File: src/rtl/cmd_dec_pkg.sv
package cmd_dec_pkg;
  localparam int CODE_W    = 4;
  localparam int NUM_CODES = 1 << CODE_W;

  typedef logic [CODE_W-1:0] code_t;

  localparam code_t CMD_NULL    = 4'b0000;
  localparam code_t CMD_MRP_CLR = 4'b1011;
  localparam code_t CMD_UNUSED  = 4'b1101;
  localparam code_t CMD_PD_ON   = 4'b1110;
  localparam code_t CMD_PD_OFF  = 4'b1111;

  typedef enum logic [1:0] {PWR_RUN = 2'd0, PWR_DOWN = 2'd1, PWR_WAKE = 2'd2} pwr_t;

  // True for codes that map onto an action strobe.
  function automatic logic is_action(input code_t c);
    return !(c == CMD_NULL || c == CMD_UNUSED || c == CMD_PD_ON || c == CMD_PD_OFF);
  endfunction

  // One-hot strobe pattern for a code, empty for non-action codes.
  function automatic logic [NUM_CODES-1:0] code_onehot(input code_t c);
    logic [NUM_CODES-1:0] v;
    v = '0;
    if (is_action(c)) v[c] = 1'b1;
    return v;
  endfunction
endpackage

File: src/rtl/cmd_gate.sv
module cmd_gate
  import cmd_dec_pkg::*;
(
  input  logic  wr_en,
  input  logic  wr_chan,
  input  code_t wr_cmd,
  input  pwr_t  pwr_state,
  output logic  take_action,
  output logic  pd_enter,
  output logic  pd_exit
);
  logic running;
  logic on_chan_a;

  assign running   = (pwr_state == PWR_RUN);
  assign on_chan_a = !wr_chan;

  always_comb begin
    take_action = wr_en && running && is_action(wr_cmd);
    pd_enter    = wr_en && running && on_chan_a && (wr_cmd == CMD_PD_ON);
    pd_exit     = wr_en && (pwr_state == PWR_DOWN) && on_chan_a && (wr_cmd == CMD_PD_OFF);
  end
endmodule

File: src/rtl/pwr_ctrl.sv
module pwr_ctrl
  import cmd_dec_pkg::*;
#(
  parameter int STABLE_CYCLES = 2
) (
  input  logic clk,
  input  logic rst_n,
  input  logic pd_enter,
  input  logic pd_exit,
  input  logic osc_stable,
  output pwr_t pwr_state,
  output logic osc_en,
  output logic busy
);
  localparam int CNT_W = $clog2(STABLE_CYCLES + 1);
  localparam logic [CNT_W-1:0] CNT_LAST = CNT_W'(STABLE_CYCLES - 1);

  pwr_t             state_q;
  logic [CNT_W-1:0] stable_cnt_q;

  always_ff @(posedge clk or negedge rst_n) begin
    if (!rst_n) begin
      state_q      <= PWR_RUN;
      stable_cnt_q <= '0;
    end else begin
      case (state_q)
        PWR_RUN: begin
          stable_cnt_q <= '0;
          if (pd_enter) state_q <= PWR_DOWN;
        end
        PWR_DOWN: begin
          stable_cnt_q <= '0;
          if (pd_exit) state_q <= PWR_WAKE;
        end
        PWR_WAKE: begin
          if (!osc_stable) begin
            stable_cnt_q <= '0;
          end else if (stable_cnt_q == CNT_LAST) begin
            stable_cnt_q <= '0;
            state_q      <= PWR_RUN;
          end else begin
            stable_cnt_q <= stable_cnt_q + 1'b1;
          end
        end
        default: begin
          state_q      <= PWR_RUN;
          stable_cnt_q <= '0;
        end
      endcase
    end
  end

  assign pwr_state = state_q;
  assign osc_en    = (state_q != PWR_DOWN);
  assign busy      = (state_q == PWR_WAKE);
endmodule

File: src/rtl/strobe_gen.sv
module strobe_gen
  import cmd_dec_pkg::*;
(
  input  logic                 clk,
  input  logic                 rst_n,
  input  logic                 take_action,
  input  logic                 wr_chan,
  input  code_t                wr_cmd,
  output logic [NUM_CODES-1:0] act_vec,
  output logic                 act_chan,
  output logic                 mrp_clr_stb
);
  logic [NUM_CODES-1:0] code_hit;
  logic [NUM_CODES-1:0] vec_q;
  logic                 chan_q;
  logic                 mrp_q;

  assign code_hit = code_onehot(wr_cmd);

  for (genvar k = 0; k < NUM_CODES; k++) begin : g_bit
    always_ff @(posedge clk or negedge rst_n) begin
      if (!rst_n) vec_q[k] <= 1'b0;
      else        vec_q[k] <= take_action && code_hit[k];
    end
  end

  always_ff @(posedge clk or negedge rst_n) begin
    if (!rst_n) begin
      chan_q <= 1'b0;
      mrp_q  <= 1'b0;
    end else begin
      mrp_q <= take_action && (wr_cmd == CMD_MRP_CLR);
      if (take_action) chan_q <= wr_chan;
    end
  end

  assign act_vec     = vec_q;
  assign act_chan    = chan_q;
  assign mrp_clr_stb = mrp_q;
endmodule

File: src/rtl/cmd_decoder_pd.sv
module cmd_decoder_pd
  import cmd_dec_pkg::*;
#(
  parameter int STABLE_CYCLES = 2
) (
  input  logic        clk,
  input  logic        rst_n,
  input  logic        wr_en,
  input  logic        wr_chan,
  input  logic [3:0]  wr_cmd,
  input  logic        osc_stable,
  output logic [15:0] act_vec,
  output logic        act_chan,
  output logic        mrp_clr_stb,
  output logic        osc_en,
  output logic        busy
);
  pwr_t pwr_state;
  logic take_action;
  logic pd_enter;
  logic pd_exit;

  cmd_gate u_gate (
    .wr_en       (wr_en),
    .wr_chan     (wr_chan),
    .wr_cmd      (wr_cmd),
    .pwr_state   (pwr_state),
    .take_action (take_action),
    .pd_enter    (pd_enter),
    .pd_exit     (pd_exit)
  );

  pwr_ctrl #(.STABLE_CYCLES(STABLE_CYCLES)) u_pwr (
    .clk        (clk),
    .rst_n      (rst_n),
    .pd_enter   (pd_enter),
    .pd_exit    (pd_exit),
    .osc_stable (osc_stable),
    .pwr_state  (pwr_state),
    .osc_en     (osc_en),
    .busy       (busy)
  );

  strobe_gen u_stb (
    .clk         (clk),
    .rst_n       (rst_n),
    .take_action (take_action),
    .wr_chan     (wr_chan),
    .wr_cmd      (wr_cmd),
    .act_vec     (act_vec),
    .act_chan    (act_chan),
    .mrp_clr_stb (mrp_clr_stb)
  );
endmodule

File: config.mk
export PLATFORM = sky130hd
export DESIGN_NAME = cmd_decoder_pd
export DESIGN_NICKNAME = d
export VERILOG_FILES = /design/src/rtl/cmd_dec_pkg.sv /design/src/rtl/cmd_gate.sv /design/src/rtl/pwr_ctrl.sv /design/src/rtl/strobe_gen.sv /design/src/rtl/cmd_decoder_pd.sv
export SDC_FILE = /design/constraint.sdc
export NUM_CORES = 1
export LEC_CHECK = 0
export CAP_MARGIN = 30
export CELL_PAD_IN_SITES_DETAIL_PLACEMENT = 1
export CELL_PAD_IN_SITES_GLOBAL_PLACEMENT = 2
export CORE_AREA = 4 4 59 61
export CTS_BUF_LIST = sky130_fd_sc_hd__clkbuf_4 sky130_fd_sc_hd__clkbuf_8
export DETAILED_ROUTE_END_ITERATION = 12
export DIE_AREA = 0 0 63 65
export GPL_ROUTABILITY_DRIVEN = 1
export PLACE_DENSITY = 0.81
export SYNTH_ARGS = -nofsm -noshare
export SYNTH_HDL_FRONTEND = slang
export SYNTH_SLANG_ARGS = --single-unit
export TNS_END_PERCENT = 10
File: constraint.sdc
create_clock -name clk -period 1.6 [get_ports clk]
set_input_delay 0.4 -clock clk [delete_from_list [all_inputs] [get_ports clk]]
set_output_delay 0.4 -clock clk [all_outputs]
set_load 0.01 [all_outputs]
# ---- After elaboration in Yosys (flattened, before gate mapping)
# Index checks and enable logic that the tools add are counted.
dict set report word_totals {
  in_bits 9
  out_inout_bits 20
  ff_bits 22
  n_memories 0
  romBits 0
  word_cells 79
  latchBits 0
  ram_bits 0
}
dict set report classes {
  reduce_logical 33
  shift 0
  bitwise 0
  n_eq_ne 12
  add_sub_neg 1
  multipliers 0
  mux 11
  div 0
  n_lt_le_gt_ge 2
}
# op n
set ops {}
lappend ops {{$logic_and 1x1->1} 25}
lappend ops {{$eq 4x4->1 const B} 4}
lappend ops {{$mux 16} 1}
lappend ops {{$mux 2} 7}
lappend ops {{$ne 2x2->1 const B} 3}
lappend ops {{$pmux 2 s3} 1}
lappend ops {{$lt 4x5->1 const B} 1}
lappend ops {{$demux 1 s4} 1}
lappend ops {{$eq 2x1->1 const B} 2}
lappend ops {{$ge 4x1->1 const B} 1}
lappend ops {{$logic_not 4->1} 1}
lappend ops {{$ne 2x1->1 const B} 2}
lappend ops {{$reduce_and 4->1} 1}
lappend ops {{$logic_or 1x1->1} 3}
lappend ops {{$add 2x1->2 const B} 1}
lappend ops {{$eq 2x2->1 const B} 1}
lappend ops {{$logic_not 1->1} 2}
lappend ops {{$logic_not 2->1} 1}
lappend ops {{$mux 1} 1}

# ---- Depth between registers and ports, before layout
dict set report logic_depth {
  word_depth 7
  depth_mapped 3
  depth_no_buf 3
}

# ---- Cells and area by module
# From an unflattened synthesis, not the netlist that was laid out.
dict set report hier_totals {
  hier_cells 62
  area_unflattened_um2 790.8
}
# mod area_per_inst_um2 cells_each n_inst seq_area_each_um2
set by_module_without_submodules {}
lappend by_module_without_submodules {strobe_gen 563.0 40 1 450.4}
lappend by_module_without_submodules {pwr_ctrl 171.4 14 1 100.1}
lappend by_module_without_submodules {cmd_gate 56.3 8 1 0.0}

# ---- Worst setup path after synthesis
# OpenSTA, ideal clock, no wires.
dict set report synth_timing {
  kind {register to register}
  from {reg u_pwr.state_q[0], in the netlist u_pwr.pwr_state[0]}
  to {reg u_stb.chan_q, in the netlist u_stb.act_chan}
  arrival_time_ns 0.973
  n_path_buf 0
  period_less_slack_ns 1.107
  path_slack_ns 0.493
  path_stages_with_launch 4
  required_ns 1.466
  setup_time_ns 0.134
  path_cell_list {dfrtp_1 nor3b_4 a21boi_0 o211ai_1}
}
dict set report synth_via {
  elab_chain_len 3
}
# element line
set synth_rtl {}
lappend synth_rtl {{from (decl)} pwr_ctrl.sv:18} ;# pwr_t state_q;
lappend synth_rtl {{from (signal assigned)} pwr_ctrl.sv:23} ;# state_q <= PWR_RUN;
lappend synth_rtl {{from (signal assigned)} pwr_ctrl.sv:29} ;# if (pd_enter) state_q <= PWR_DOWN;
lappend synth_rtl {{from (signal assigned)} pwr_ctrl.sv:33} ;# if (pd_exit) state_q <= PWR_WAKE;
lappend synth_rtl {{$logic_not 2->1} cmd_gate.sv:15} ;# assign running = (pwr_state == PWR_RUN);
lappend synth_rtl {{$logic_and 1x1->1 (2 in series)} cmd_gate.sv:19} ;# take_action = wr_en && running && is_action(wr_cmd);
lappend synth_rtl {{to (signal assigned)} strobe_gen.sv:33} ;# if (take_action) chan_q <= wr_chan;
lappend synth_rtl {{to (decl)} strobe_gen.sv:15} ;# logic chan_q;
# Every way passes these cells.
# A chain may end at the register's enable or synchronous reset.

# ---- Worst setup path in the final report
dict set report layout_timing {
  from {reg u_stb.mrp_q, in the netlist u_stb.mrp_clr_stb}
  to {out mrp_clr_stb}
}
# element line
set layout_rtl {}
lappend layout_rtl {{from (decl)} strobe_gen.sv:16} ;# logic mrp_q;
lappend layout_rtl {{from (signal assigned)} strobe_gen.sv:32} ;# mrp_q <= take_action && (wr_cmd == CMD_MRP_CLR);
lappend layout_rtl {{to (decl)} cmd_decoder_pd.sv:14} ;# output logic mrp_clr_stb,
# No word-level cell between the ends.

==> impl_metrics.csv <==
group,metric,value,unit
pwr,seqPwrFrac,53.6,%
drt,vias_per_cell,4.447,
cts,clockRootBuffer,"clkbuf_4",
placed_design,post-place-cells,137,
die,start_util,27.10,%
pwr,power.density,907.7,nW/um2
critical_path,r2r_cells,4,
critical_path,critPathBufInv,1,
sta,period_share,97.33,%
sta,hold_violations,0,
cts,cts_tree,"done",
logic_synthesis,ys_seq_area_share,68.22,%
drt,drc,0,
sta,clock_skew,0.7713,ps
pwr,ir_drop,370.0,uV
grt,grt_max_degree,23,
final_layout,layout-drive-gt1-share,13.89,%
die,die_y,65,um
drt,vias,627,
placed_design,io_buffer_count,28,
pwr,total_power,1.143,mW
die,num_rows,20,
critical_path,cp_max_fo,1,
pwr,leakagePower,0.7743,nW
cts,clk_path_buf_depth,2,
placed_design,place_area,1200,um2
cts,clkTransAtPathRegs,110,ps
pwr,pwr-share-comb,21.1,%
drt,dr.pass1.iters,2,
critical_path,cp-end-kind,"primary output",
pwr,p_int,0.8550,mW
placed_design,post-dp-hpwl,1367,um
final_layout,fin_nets,118,
logic_synthesis,yosysTopAreaCell,"dfrtp_1",
grt,met3_usage,1.560,%
grt,grt-busiest-layer,"met2",
logic_synthesis,synth_top_area_share,68.22,%
final_layout,diodes,0,
critical_path,worstPathArrival,1160,ps
logic_synthesis,syn_area,807.0,um2
critical_path,crit_chain,"clkdlybuf4s50_1",
cts,clk_latency,290,ps
cts,postCtsSetupBuffers,0,
critical_path,cp_slowest_stage_delay,520,ps
die,die_area,4095,um2
logic_synthesis,syn_area_per_cell,12.42,um2
cts,clkSinkCount,22,
pwr,p_sw,0.2875,mW
die,die_w,63,um
outcome,status,"finished, final reports clean",
critical_path,crit_path_top_delay_cell,"clkdlybuf4s50_1",
critical_path,ff2ff_setup_slack,260,ps
logic_synthesis,yosys_warnings,0,
critical_path,crit_type,"flop to primary output",
sta,setup_violations,0,
grt,grt_pass1_wl,3036,um
critical_path,required,1200,ps
drt,ant_nets,0,
sta,max_clock_freq,642.1,MHz
grt,use_met1,11.64,%
pwr,switching_share,25.16,%
cts,cts_htree_levels,1,
final_layout,final_common_cell,"dfrtp_1",
logic_synthesis,synth_area_leaders,"dfrtp_1, nor2_1, nand2_1",
grt,met2_usage,15.28,%
grt,antenna_found_initial,0,
sta,rsz0062_at_grt,"no",
sta,final.min_clock_period,1557,ps
placed_design,globalplace.congestion,0.6984,
final_layout,final_cell_mix,"dfrtp_1, nor2_1, clkdlybuf4s50_1, dlymetal6s2s_1, buf_4",
grt,overflow,0,
critical_path,crit_family,"buffers and inverters",
drt,initialDrtViolationCount,9,
die,core,2978,um2
run,maxCapViolCount,0,
drt,finalWirelength,1719,um
logic_synthesis,ys_ff_latch,22,
grt,grt_use_total,9.591,%
final_layout,final_core_util,42.27,%
final_layout,final_cell_area,1259,um2
logic_synthesis,yosysUniqueCellTypes,24,
critical_path,r2r-start,"u_pwr.pwr_state[0]",
critical_path,r2r_end,"u_stb.act_chan",
final_layout,area_delta_synth_final,55.97,%
grt,grt_pass1_vias,689,
sta,drv_slew,0,
drt,wl_per_cell,12.19,um
cts,numCtsBuffers,3,
final_layout,stdcell_count,141,
hold_path,hold_class,"input pin to asynchronous set/reset pin",
critical_path,startpoint_type,"flop",
die,io-pin-count,29,
logic_synthesis,synthCells,65,
pwr,pwr-share-clk,25.4,%
power groups by stage:
stage	Clock, mW	Combinational [mW]	Sequential, mW
floorplan	0	0.0879	0.640
global placement	0	0.255	0.622
detailed placement	0	0.261	0.623
CTS	0.309	0.245	0.613
global route	0.336	0.271	0.617
finish	0.290	0.241	0.612
cell usage after synthesis, drive strengths merged:
cell	instances
inv	1
and3	1
and4b	1
a21boi	1
a31oi	1
dfrtp	22
a21oi	1
nand2	5
nand3b	2
o2111a	1
nor2	14
and2b	2
a311oi	1
o2111ai	1
and3b	1
nor3b	2
conb	1
and2	1
or3	1
nand2b	3
a22o	1
o211ai	1
per-stage QoR:
stage	TNS, ps	worst slack, ps	hold slack (ps)
finish	0	42.65	447.6
global route	0	1.275	465.5
CTS	0	4.817	449.9
detailed placement	-391.3	-104.5	463.8
global placement	-135.8	-51.36	460.2
floorplan	0	492.6	104.4
registers in the layout (all words and copies together), names as in the netlist:
| name | cells |
|---|---|
| u_stb.mrp_clr_stb | 1 |
| u_pwr.stable_cnt_q | 2 |
| u_stb.act_vec | 16 |
| u_stb.act_chan | 1 |
| u_pwr.pwr_state | 2 |
layout make-up:
class                   count  area [um2]
clock buffers               4       36.28
fillers                   338        1719
inverters                   1       3.754
multi-input cells          45       264.0
flip-flops and latches     22       550.5
well taps                  33       41.29
repair buffers             36       362.8
repair_timing:
item | CTS | global route
gates cloned | 0 | 0
endpoints found under the setup margin | 4 | 14
resized for setup | 6 | 14
hold buffers | 0 | 0
endpoints found under the hold margin | 0 | 0
pin swaps | 0 | 0
kinds of logic after synthesis:
family / count (synthesis) / synth area share (%)
other: 1 / 0.4647
AOI/OAI and AO/OA: 8 / 7.908
DFF: 22 / 68.22
buffers and inverters: 1 / 0.4647
and+or+nand+nor: 33 / 22.95
routing by layer:
layer / vias up / wire, um
met2: 23 / 795
met3: 4 / 81
met1: 296 / 789
met5: - / 0
li1: 304 / -
met4: 0 / 53
how the worst max path moves through the flow:
| stage | startpoint | end | slack (ps) | cells past startpoint |
|---|---|---|---|---|
| after floorplan | u_pwr.pwr_state[0] | u_stb.act_chan | 490 | 3 |
| after global placement | wr_en | u_stb.act_chan | -50 | 4 |
| after detailed placement | wr_en | u_stb.act_chan | -100 | 4 |
| after CTS | u_stb.act_vec[12] | act_vec[12] | 5 | 1 |
| after global routing | u_stb.mrp_clr_stb | mrp_clr_stb | 1 | 1 |
| final | u_stb.mrp_clr_stb | mrp_clr_stb | 40 | 1 |
Note: power is estimated with default switching activity, not from simulation.
